$ cat src/rtl/bpsk_tx_pkg.sv
package bpsk_tx_pkg;

   typedef enum logic [1:0] {
      TX_IDLE  = 2'd0,
      TX_ARMED = 2'd1,
      TX_SEND  = 2'd2
   } tx_state_e;

   typedef enum logic [2:0] {
      FR_STATUS = 3'd0,
      FR_START  = 3'd1,
      FR_DATA   = 3'd2,
      FR_PARITY = 3'd3,
      FR_STOP   = 3'd4
   } frame_phase_e;

endpackage

$ cat src/rtl/bpsk_carrier_timer.sv
module bpsk_carrier_timer #(
   parameter int SYNC_STAGES   = 2,
   parameter int EDGES_PER_BIT = 16
) (
   input  logic clk,
   input  logic rst_n,
   input  logic carrier_in,
   input  logic run,
   output logic edge_seen,
   output logic ref_phase,
   output logic bit_end
);
   localparam int CW = (EDGES_PER_BIT > 2) ? $clog2(EDGES_PER_BIT) : 1;
   localparam logic [CW-1:0] LAST_EDGE = CW'(EDGES_PER_BIT - 1);

   if (SYNC_STAGES < 1) begin : g_bad_sync
      $error("SYNC_STAGES must be at least 1");
   end
   if (EDGES_PER_BIT < 2 || (EDGES_PER_BIT % 2) != 0) begin : g_bad_epb
      $error("EDGES_PER_BIT must be even and at least 2");
   end

   logic [SYNC_STAGES-1:0] sync_q;
   logic                   last_q;
   logic [CW-1:0]          edge_cnt_q;
   logic                   div_q;

   if (SYNC_STAGES == 1) begin : g_sync_single
      always_ff @(posedge clk or negedge rst_n) begin
         if (!rst_n) sync_q <= '0;
         else        sync_q <= carrier_in;
      end
   end else begin : g_sync_chain
      always_ff @(posedge clk or negedge rst_n) begin
         if (!rst_n) sync_q <= '0;
         else        sync_q <= {sync_q[SYNC_STAGES-2:0], carrier_in};
      end
   end

   always_ff @(posedge clk or negedge rst_n) begin
      if (!rst_n) last_q <= 1'b0;
      else        last_q <= sync_q[SYNC_STAGES-1];
   end

   assign edge_seen = sync_q[SYNC_STAGES-1] & ~last_q;

   always_ff @(posedge clk or negedge rst_n) begin
      if (!rst_n) begin
         edge_cnt_q <= '0;
         div_q      <= 1'b0;
      end else if (edge_seen) begin
         if (!run) begin
            edge_cnt_q <= '0;
            div_q      <= 1'b0;
         end else begin
            div_q      <= ~div_q;
            edge_cnt_q <= (edge_cnt_q == LAST_EDGE) ? '0 : edge_cnt_q + 1'b1;
         end
      end
   end

   assign ref_phase = div_q;
   assign bit_end   = edge_seen & run & (edge_cnt_q == LAST_EDGE);

   // reply carrier flips on each received edge while running
   p_phase_flips_r1: assert property (@(posedge clk) disable iff (!rst_n)
      (edge_seen && run) |=> (ref_phase != $past(ref_phase)));

   // every bit starts with the reference low
   p_bit_starts_low_r3: assert property (@(posedge clk) disable iff (!rst_n)
      bit_end |=> !ref_phase);

endmodule

$ cat src/rtl/bpsk_frame_seq.sv
module bpsk_frame_seq
   import bpsk_tx_pkg::*;
#(
   parameter int DATA_W     = 8,
   parameter int CNT_W      = 8,
   parameter bit ODD_PARITY = 1'b0
) (
   input  logic              clk,
   input  logic              rst_n,
   input  logic              start,
   input  logic [DATA_W-1:0] status_in,
   input  logic [CNT_W-1:0]  count_in,
   input  logic [DATA_W-1:0] byte_data,
   input  logic              edge_seen,
   input  logic              bit_end,
   output logic              send,
   output logic              tx_bit,
   output logic              byte_req
);
   localparam int IW = (DATA_W > 2) ? $clog2(DATA_W) : 1;
   localparam logic [IW-1:0] LAST_IDX = IW'(DATA_W - 1);
   localparam logic [IW-1:0] PRE_IDX  = IW'(DATA_W - 2);

   if (DATA_W < 2) begin : g_bad_width
      $error("DATA_W must be at least 2");
   end
   if (CNT_W < 1) begin : g_bad_cnt
      $error("CNT_W must be at least 1");
   end

   tx_state_e     state_q;
   frame_phase_e  phase_q;
   logic [DATA_W-1:0] status_q;
   logic [DATA_W-1:0] shift_q;
   logic [DATA_W-1:0] next_q;
   logic [CNT_W-1:0]  left_q;
   logic [IW-1:0]     idx_q;
   logic              par_q;
   logic              req_q;
   logic              par_calc;
   logic              more_data;

   if (ODD_PARITY) begin : g_par_odd
      assign par_calc = ~^next_q;
   end else begin : g_par_even
      assign par_calc = ^next_q;
   end

   assign more_data = (status_q == '0) && (left_q != '0);

   always_ff @(posedge clk or negedge rst_n) begin
      if (!rst_n) begin
         state_q  <= TX_IDLE;
         phase_q  <= FR_STATUS;
         status_q <= '0;
         shift_q  <= '0;
         next_q   <= '0;
         left_q   <= '0;
         idx_q    <= '0;
         par_q    <= 1'b0;
         req_q    <= 1'b0;
      end else begin
         req_q <= 1'b0;
         if (req_q) next_q <= byte_data;
         unique case (state_q)
            TX_IDLE: begin
               if (start) begin
                  status_q <= status_in;
                  left_q   <= count_in;
                  state_q  <= TX_ARMED;
               end
            end
            TX_ARMED: begin
               if (edge_seen) begin
                  state_q <= TX_SEND;
                  phase_q <= FR_STATUS;
                  idx_q   <= '0;
                  shift_q <= status_q;
               end
            end
            TX_SEND: begin
               if (bit_end) begin
                  unique case (phase_q)
                     FR_STATUS: begin
                        if (idx_q == PRE_IDX && more_data) req_q <= 1'b1;
                        if (idx_q == LAST_IDX) begin
                           if (more_data) begin
                              phase_q <= FR_START;
                              left_q  <= left_q - 1'b1;
                           end else begin
                              state_q <= TX_IDLE;
                           end
                        end else begin
                           idx_q   <= idx_q + 1'b1;
                           shift_q <= shift_q >> 1;
                        end
                     end
                     FR_START: begin
                        phase_q <= FR_DATA;
                        idx_q   <= '0;
                        shift_q <= next_q;
                        par_q   <= par_calc;
                     end
                     FR_DATA: begin
                        if (idx_q == LAST_IDX) begin
                           phase_q <= FR_PARITY;
                        end else begin
                           idx_q   <= idx_q + 1'b1;
                           shift_q <= shift_q >> 1;
                        end
                     end
                     FR_PARITY: begin
                        phase_q <= FR_STOP;
                        if (left_q != '0) req_q <= 1'b1;
                     end
                     FR_STOP: begin
                        if (left_q != '0) begin
                           phase_q <= FR_START;
                           left_q  <= left_q - 1'b1;
                        end else begin
                           state_q <= TX_IDLE;
                        end
                     end
                     default: state_q <= TX_IDLE;
                  endcase
               end
            end
            default: state_q <= TX_IDLE;
         endcase
      end
   end

   always_comb begin
      unique case (phase_q)
         FR_START:  tx_bit = 1'b0;
         FR_PARITY: tx_bit = par_q;
         FR_STOP:   tx_bit = 1'b1;
         default:   tx_bit = shift_q[0];
      endcase
   end

   assign send     = (state_q == TX_SEND);
   assign byte_req = req_q;

   // a byte request is a single-cycle pulse
   p_req_single_r9: assert property (@(posedge clk) disable iff (!rst_n)
      req_q |=> !req_q);

   // no payload is requested after a fault status
   p_req_needs_ok_r6: assert property (@(posedge clk) disable iff (!rst_n)
      req_q |-> (status_q == '0));

   // a start bit only follows the status byte or a stop bit
   p_start_order_r5: assert property (@(posedge clk) disable iff (!rst_n)
      (phase_q == FR_START && $past(phase_q) != FR_START)
         |-> ($past(phase_q) == FR_STATUS || $past(phase_q) == FR_STOP));

   // a start outside idle leaves the captured status alone
   p_start_ignored_r10: assert property (@(posedge clk) disable iff (!rst_n)
      (state_q != TX_IDLE && start) |=> (status_q == $past(status_q)));

endmodule

$ cat src/rtl/bpsk_phase_mod.sv
module bpsk_phase_mod #(
   parameter bit INVERT_ON_ZERO = 1'b1
) (
   input  logic send,
   input  logic ref_phase,
   input  logic tx_bit,
   output logic mod_out
);
   logic flip;

   if (INVERT_ON_ZERO) begin : g_inv_zero
      assign flip = ~tx_bit;
   end else begin : g_inv_one
      assign flip = tx_bit;
   end

   assign mod_out = send & (ref_phase ^ flip);

endmodule

$ cat src/rtl/bpsk_reply_tx.sv
module bpsk_reply_tx #(
   parameter int DATA_W         = 8,
   parameter int CNT_W          = 8,
   parameter int EDGES_PER_BIT  = 16,
   parameter int SYNC_STAGES    = 2,
   parameter bit ODD_PARITY     = 1'b0,
   parameter bit INVERT_ON_ZERO = 1'b1
) (
   input  logic              clk,
   input  logic              rst_n,
   input  logic              carrier_in,
   input  logic              start,
   input  logic [DATA_W-1:0] status_in,
   input  logic [CNT_W-1:0]  count_in,
   input  logic [DATA_W-1:0] byte_data,
   output logic              byte_req,
   output logic              busy,
   output logic              mod_out
);
   logic edge_w;
   logic phase_w;
   logic bit_end_w;
   logic send_w;
   logic bit_w;

   bpsk_carrier_timer #(
      .SYNC_STAGES  (SYNC_STAGES),
      .EDGES_PER_BIT(EDGES_PER_BIT)
   ) u_timer (
      .clk       (clk),
      .rst_n     (rst_n),
      .carrier_in(carrier_in),
      .run       (send_w),
      .edge_seen (edge_w),
      .ref_phase (phase_w),
      .bit_end   (bit_end_w)
   );

   bpsk_frame_seq #(
      .DATA_W    (DATA_W),
      .CNT_W     (CNT_W),
      .ODD_PARITY(ODD_PARITY)
   ) u_seq (
      .clk      (clk),
      .rst_n    (rst_n),
      .start    (start),
      .status_in(status_in),
      .count_in (count_in),
      .byte_data(byte_data),
      .edge_seen(edge_w),
      .bit_end  (bit_end_w),
      .send     (send_w),
      .tx_bit   (bit_w),
      .byte_req (byte_req)
   );

   bpsk_phase_mod #(
      .INVERT_ON_ZERO(INVERT_ON_ZERO)
   ) u_mod (
      .send     (send_w),
      .ref_phase(phase_w),
      .tx_bit   (bit_w),
      .mod_out  (mod_out)
   );

   assign busy = send_w;

   // a frame only ends on a bit boundary
   p_end_on_boundary_r8: assert property (@(posedge clk) disable iff (!rst_n)
      $fell(busy) |-> $past(bit_end_w));

   // a frame only begins on a carrier edge
   p_begin_on_edge_r11: assert property (@(posedge clk) disable iff (!rst_n)
      $rose(busy) |-> $past(edge_w));

endmodule

$ cat config.mk
export PLATFORM = sky130hd
export DESIGN_NAME = bpsk_reply_tx
export DESIGN_NICKNAME = d
export VERILOG_FILES = /design/src/rtl/bpsk_tx_pkg.sv /design/src/rtl/bpsk_carrier_timer.sv /design/src/rtl/bpsk_frame_seq.sv /design/src/rtl/bpsk_phase_mod.sv /design/src/rtl/bpsk_reply_tx.sv
export SDC_FILE = /design/constraint.sdc
export NUM_CORES = 1
export LEC_CHECK = 0
export ABC_CLOCK_PERIOD_IN_PS = 2500
export BUFFER_PORTS_ARGS = -buffer_cell sky130_fd_sc_hd__clkbuf_2
export CAP_MARGIN = 20
export CORE_MARGIN = 4
export CORE_UTILIZATION = 53
export CTS_CLUSTER_DIAMETER = 50
export CTS_CLUSTER_SIZE = 24
export DETAILED_ROUTE_END_ITERATION = 8
export GPL_TIMING_DRIVEN = 0
export PLACE_DENSITY = 0.76
export SLEW_MARGIN = 20
export SYNTH_ARGS = -nofsm -noshare
export SYNTH_HDL_FRONTEND = slang
export SYNTH_HIERARCHICAL = 1
export SYNTH_SLANG_ARGS = --single-unit
$ cat constraint.sdc
create_clock -name clk -period 2.5 [get_ports clk]
set_clock_uncertainty 0.15 [all_clocks]
set_input_delay 0.25 -clock clk [delete_from_list [all_inputs] [get_ports clk]]
set_output_delay 0.25 -clock clk [all_outputs]
set_load 0.02 [all_outputs]
==> flow_metrics.tcl, run 1 <==
set metrics [dict create \
    htree_levels 2 \
    crit_path_end_kind "flip-flop" \
    avgSynthCellArea_um2 10.2 \
    final_cells 388 \
    postSynthCellCount 274 \
    holdCritStartpoint "byte_data[3]" \
    post-route-period-util 0.932 \
    max_freq_mhz 429 \
    powerDensity_nw_per_um2 1070 \
    dp_hpwl_um 4100 \
    drt_pre_antenna_iters 4 \
    postSynth.asyncResetShare 1.00 \
    p_leak_nw 1.50 \
    rsz0062_at_grt "false" \
    worst_hold_slack_ns 0.0246 \
    p_sw_mw 1.38 \
    num_vias 2134 \
    clk_pin_slew_ns 0.09 \
    cts_buffers 5 \
    wl_per_cell_um 14.7 \
    wirelength_um 5690 \
    tritoncts "built" \
    ys_ff_latch 50 \
    num_rows 26 \
    routed_via_density 5.50 \
    p_sw_frac 0.406 \
    path_max_fanout 4 \
    first_global_vias 2091 \
    synth.most_common_cell "dfrtp_1" \
    pre_cts_slack_ns -0.245 \
    crit_chain "inv_1 > ha_4 > nand3b_1 > nor2_2 > inv_1 > a21oi_1 > o21ai_0 > a311o_1 > mux2_1" \
    synthToLayoutAreaGrowth_pct 14.7 \
    synth-simple-area-share 0.165 \
    finalCriticalPeriod_ns 2.33 \
    clock_latency_ns 0.30 \
    p_int_mw 2.02 \
    antenna_left 0 \
    gp_congestion 0.894 \
    critPathArrivalTime_ns 2.36 \
    grt_max_degree 51 \
    cts_root_buf "clkbuf_8" \
    clock_sinks 50 \
    ys_seq_area_frac 0.450 \
    regToRegSetupSlack_ns 0.17 \
    synthXorXnorAreaFrac 0.0252 \
    grt_pass1_wl_um 9550 \
    syn_area_um2 2780 \
    drt_iter0_markers 124 \
    yosys.cell_types.count 51 \
    min_path_type "in -> reg" \
    diodes 0 \
    synth_compound_area_frac 0.117 \
    relSlewSlack 0.544 \
    pwr-share-comb 0.481 \
    grtUsageTotal 0.188 \
    drv_slew 0 \
    path_delay_family "compound AO/OA/AOI/OAI gates" \
    core_um2 5110 \
    cpMostUsedCell "inv_1" \
    r2r-start "u_seq/state_q[0]" \
    hold_end "u_seq/next_q[3]" \
    worst_ep_required_time_ns 2.53 \
    syn_nets 313 \
    critPathLaunchType "flip-flop" \
    synth_top_family_by_area "simple AND/OR/NAND/NOR gates" \
    design_area_um2 3190 \
    grt.overflow.total 0 \
    dpl_cell_area_um2 3030 \
    p_seq_frac 0.373 \
    hold_depth 2 \
    final_util 0.625 \
    clk_path_buf_depth 2 \
    status "finished clean" \
    yosysWarnings 6 \
    yosysTopAreaCell "dfrtp_1" \
    synth_top_area_frac 0.450 \
    hold_viol 0 \
    crit_cells 9 \
    drive_above_1_share 0.267 \
    criticalPathCategory "reg -> reg" \
    fin_setup_tns_ns 0 \
    tightest_slew_ns 0.684 \
    fp.dieW_um 80.5 \
    start_util 0.545 \
    synth_flop_cell "dfrtp_1" \
    io-pin-count 31 \
    r2r-end "u_seq/state_q[0]" \
    synth.area.top_cells "dfrtp_1 45%, mux2_2 8.1%, ha_1 4.9%, mux2i_1 3.2%, a21oi_1 2.9%" \
    synthTopCellsByCount "50 x dfrtp_1, 20 x mux2_2, 20 x nor2_1" \
    synth_edf_count 0 \
    fin_nets 356 \
    total_power_mw 3.40 \
    worst_slack_ns 0.171 \
    placedCellCount 374 \
    synthAdderAreaFrac 0.0495 \
    startpoint "u_seq/state_q[0]" \
    slowest_delay_ns 0.42 \
    ir_worst_vdd_uv 410 \
    io_buffers 30 \
    crit_buf_inv 2 \
    drc 0 \
    die_h_um 80.5 \
    crit_slowest_cell "dfrtp_1" \
    rr_worst_depth 9 \
    drv_cap 0 \
    grt_antenna_before_repair 0 \
    setup_viol 0 \
    synthMuxAreaShare 0.143 \
    pwr-share-clk 0.145 \
    dieArea_um2 6470 \
]
[layout by cell type (no fill, tap or decap), types with 4 or more instances in the layout]
master / synthesis / layout
a21oi_1: 16 / 16
a31oi_1: 4 / 4
and3_1: 4 / 4
buf_2: 5 / 5
buf_4: 2 / 6
clkbuf_2: 0 / 29
clkbuf_8: 0 / 6
dfrtp_1: 50 / 50
ha_1: 11 / 10
inv_1: 19 / 19
mux2_1: 6 / 6
mux2_2: 20 / 20
mux2i_1: 9 / 9
nand2_1: 15 / 15
nand3_1: 15 / 15
nor2_1: 20 / 19
nor3_1: 10 / 10
o211ai_1: 7 / 7
o21ai_0: 11 / 11
xnor2_1: 8 / 8
[cell families after synthesis]
family | count (synthesis)
mux | 36
buf+inv | 32
compound gates | 51
xor+xnor | 8
simple gates | 86
flops | 50
fa+ha+maj | 11
[flip-flops by register name, summed over array words and instances (netlist names)]
name                cells
u_seq/byte_req          1
u_seq/idx_q             3
u_seq/left_q            8
u_seq/next_q            8
u_seq/par_q             1
u_seq/phase_q           3
u_seq/shift_q           8
u_seq/state_q           2
u_seq/status_q          8
u_timer/edge_cnt_q      4
u_timer/last_q          1
u_timer/ref_phase       1
u_timer/sync_q          2
[area by class of cell]
| cell class | instances | area [µm²] |
|---|---|---|
| sequential | 50 | 1250 |
| multi-input combinational | 192 | 1410 |
| timing repair buffer | 36 | 203 |
| tap | 70 | 87.6 |
| fill | 440 | 1920 |
| clock inverter | 2 | 12.5 |
| buffer | 12 | 66.3 |
| inverter | 20 | 75.1 |
| clock buffer | 6 | 82.6 |
[power groups by stage]
stage / combinational [mW] / sequential, mW / clock, mW
global placement: 1.52 / 1.26 / 0
CTS: 1.62 / 1.27 / 0.510
finish: 1.64 / 1.27 / 0.494
detailed placement: 1.55 / 1.28 / 0
floorplan: 1.23 / 1.23 / 0
global route: 1.81 / 1.31 / 0.545
[per-layer routing]
layer / global-route usage / vias up / wire (µm)
met5: 0 / - / 0
met4: 0.0591 / 0 / 57
met3: 0.0415 / 7 / 203
met2: 0.302 / 40 / 2680
met1: 0.253 / 1042 / 2750
li1: - / 1045 / -
[worst max path at each step]
stage,endpoint,slack (ns)
2_1_floorplan,u_seq/shift_q[3],0.06
3_3_place_gp,u_seq/shift_q[6],-0.23
3_5_place_dp,u_seq/shift_q[6],-0.25
4_1_cts,u_seq/state_q[0],0.07
5_1_grt,u_seq/state_q[0],0.01
6_report,u_seq/state_q[0],0.17
[worst register-to-register path, stage by stage (launching register included)]
cell      delay [ns]
dfrtp_1         0.42
inv_1           0.14
ha_4            0.16
nand3b_1        0.13
nor2_2          0.14
inv_1           0.07
a21oi_1         0.17
o21ai_0         0.13
a311o_1         0.38
mux2_1          0.32
[timing repair]
item	4_1_cts	5_1_grt
hold endpoints to repair	51	0
hold buffers	2	0
pin swaps	1	2
buffers inserted	2	2
setup endpoints to repair	13	6
gates resized for setup	3	0
No activity file was read; power rests on OpenSTA's default activity.
==> run 2: changes to the inputs <==
--- a/config.mk
+++ b/config.mk
@@ -7,14 +7,13 @@
 export LEC_CHECK = 0
 export ABC_CLOCK_PERIOD_IN_PS = 2500
 export BUFFER_PORTS_ARGS = -buffer_cell sky130_fd_sc_hd__clkbuf_2
-export CAP_MARGIN = 20
 export CORE_MARGIN = 4
 export CORE_UTILIZATION = 53
 export CTS_CLUSTER_DIAMETER = 50
 export CTS_CLUSTER_SIZE = 24
 export DETAILED_ROUTE_END_ITERATION = 8
 export GPL_TIMING_DRIVEN = 0
-export PLACE_DENSITY = 0.76
+export PLACE_DENSITY_LB_ADDON = 0.2
 export SLEW_MARGIN = 20
 export SYNTH_ARGS = -nofsm -noshare
 export SYNTH_HDL_FRONTEND = slang
==> flow_metrics.tcl, run 2 (synthesis gave the netlist of run 1 again) <==
set metrics [dict create \
    grt_antenna_before_repair 0 \
    clk_pin_slew_ns 0.10 \
    p_int_mw 2.00 \
    post-route-period-util 0.923 \
    cts_root_buf "clkbuf_8" \
    slowest_delay_ns 0.42 \
    critPathLaunchType "flip-flop" \
    worst_hold_slack_ns 0.0182 \
    rr_worst_depth 9 \
    p_sw_mw 1.37 \
    final_util 0.625 \
    min_path_type "in -> reg" \
    startpoint "u_seq/state_q[0]" \
    drt_iter0_markers 79 \
    setup_viol 0 \
    wl_per_cell_um 14.6 \
    clock_latency_ns 0.31 \
    pre_cts_slack_ns -0.267 \
    crit_buf_inv 2 \
    tightest_slew_ns 0.674 \
    rsz0062_at_grt "false" \
    powerDensity_nw_per_um2 1060 \
    hold_depth 2 \
    wirelength_um 5680 \
    fp.dieW_um 80.5 \
    holdCritStartpoint "status_in[6]" \
    tritoncts "built" \
    die_h_um 80.5 \
    drt_pre_antenna_iters 4 \
    hold_end "u_seq/status_q[6]" \
    htree_levels 2 \
    p_seq_frac 0.375 \
    ir_worst_vdd_uv 560 \
    clock_sinks 50 \
    worst_slack_ns 0.192 \
    max_freq_mhz 433 \
    num_rows 26 \
    met1_usage 0.268 \
    gp_congestion 0.800 \
    fin_nets 357 \
    fin_setup_tns_ns 0 \
    criticalPathCategory "reg -> reg" \
    grt.overflow.total 0 \
    relSlewSlack 0.551 \
    use_met2 0.320 \
    antenna_left 0 \
    status "finished clean" \
    path_delay_family "compound AO/OA/AOI/OAI gates" \
    p_leak_nw 1.50 \
    total_power_mw 3.38 \
    cts_buffers 5 \
    final_common_cell "dfrtp_1" \
    diodes 0 \
    grt.busiest_layer "met2" \
    synthToLayoutAreaGrowth_pct 14.7 \
    crit_path_end_kind "flip-flop" \
    use_met3 0.0404 \
    hold_viol 0 \
    path_max_fanout 6 \
    clk_path_buf_depth 2 \
    io_buffers 30 \
    crit_slowest_cell "dfrtp_1" \
    num_vias 2114 \
    mostFrequentLayoutCells "50 x dfrtp_1, 29 x clkbuf_2, 20 x mux2_2" \
    worst_ep_required_time_ns 2.54 \
    drv_slew 0 \
    critPathArrivalTime_ns 2.35 \
    first_global_vias 2073 \
    grt_max_degree 51 \
    pwr-share-comb 0.485 \
    p_sw_frac 0.407 \
    pwr-share-clk 0.140 \
    drc 0 \
    r2r-end "u_seq/state_q[1]" \
    io-pin-count 31 \
    regToRegSetupSlack_ns 0.19 \
    grt_pass1_wl_um 9720 \
    core_um2 5110 \
    dieArea_um2 6470 \
    start_util 0.545 \
    finalCriticalPeriod_ns 2.31 \
    crit_chain "inv_2 > ha_4 > nand3b_1 > nor2_2 > inv_1 > a21oi_1 > o21ai_0 > a311o_1 > mux2_1" \
    drv_cap 0 \
    grtUsageTotal 0.197 \
    drive_above_1_share 0.273 \
    routed_via_density 5.43 \
    dp_hpwl_um 4060 \
    r2r-start "u_seq/state_q[0]" \
]
## run 2: power by group through the flow
stage	Sequential, mW	Combinational (mW)	Clock [mW]
after global placement	1.26	1.53	0
after detailed placement	1.27	1.56	0
after floorplan	1.23	1.23	0
final	1.27	1.64	0.475
after CTS	1.26	1.63	0.491
after global routing	1.30	1.83	0.532
## run 2: per-layer routing
metal | wire length (µm) | share of wire
met1 | 2660 | 0.47
met2 | 2750 | 0.48
met3 | 218 | 0.038
met4 | 46 | 0.0081
met5 | 0 | 0
## run 2: per-stage QoR
step	instance area, µm²	instances
CTS	3190	388
finish	3190	389
detailed placement	3030	374
floorplan	2790	274
global placement	3020	374
global route	3190	389
## run 2: final cells by class
type,instances,area (µm²)
plain buffers,12,66.3
clock buffers,5,68.8
clock inverters,3,21.3
fillers,445,1910
inverters,20,75.1
multi-input cells,192,1410
flip-flops and latches,50,1250
well taps,70,87.6
repair buffers,37,210
## run 2: timing repair
| item | 4_1_cts | 5_1_grt |
|---|---|---|
| buffers inserted | 4 | 1 |
| hold buffers | 2 | 0 |
| pin swaps | 2 | 2 |
| endpoints found under the setup margin | 14 | 14 |
| endpoints found under the hold margin | 51 | 0 |
| resized for setup | 3 | 1 |
## run 2: how the worst max path moves through the flow
stage,to,slack [ns],depth (start not counted)
floorplan,u_seq/shift_q[3],0.06,8
global placement,u_seq/shift_q[6],-0.27,8
detailed placement,u_seq/shift_q[4],-0.27,8
CTS,u_seq/state_q[0],0.09,9
global route,u_seq/state_q[1],0.003,9
finish,u_seq/state_q[1],0.19,9
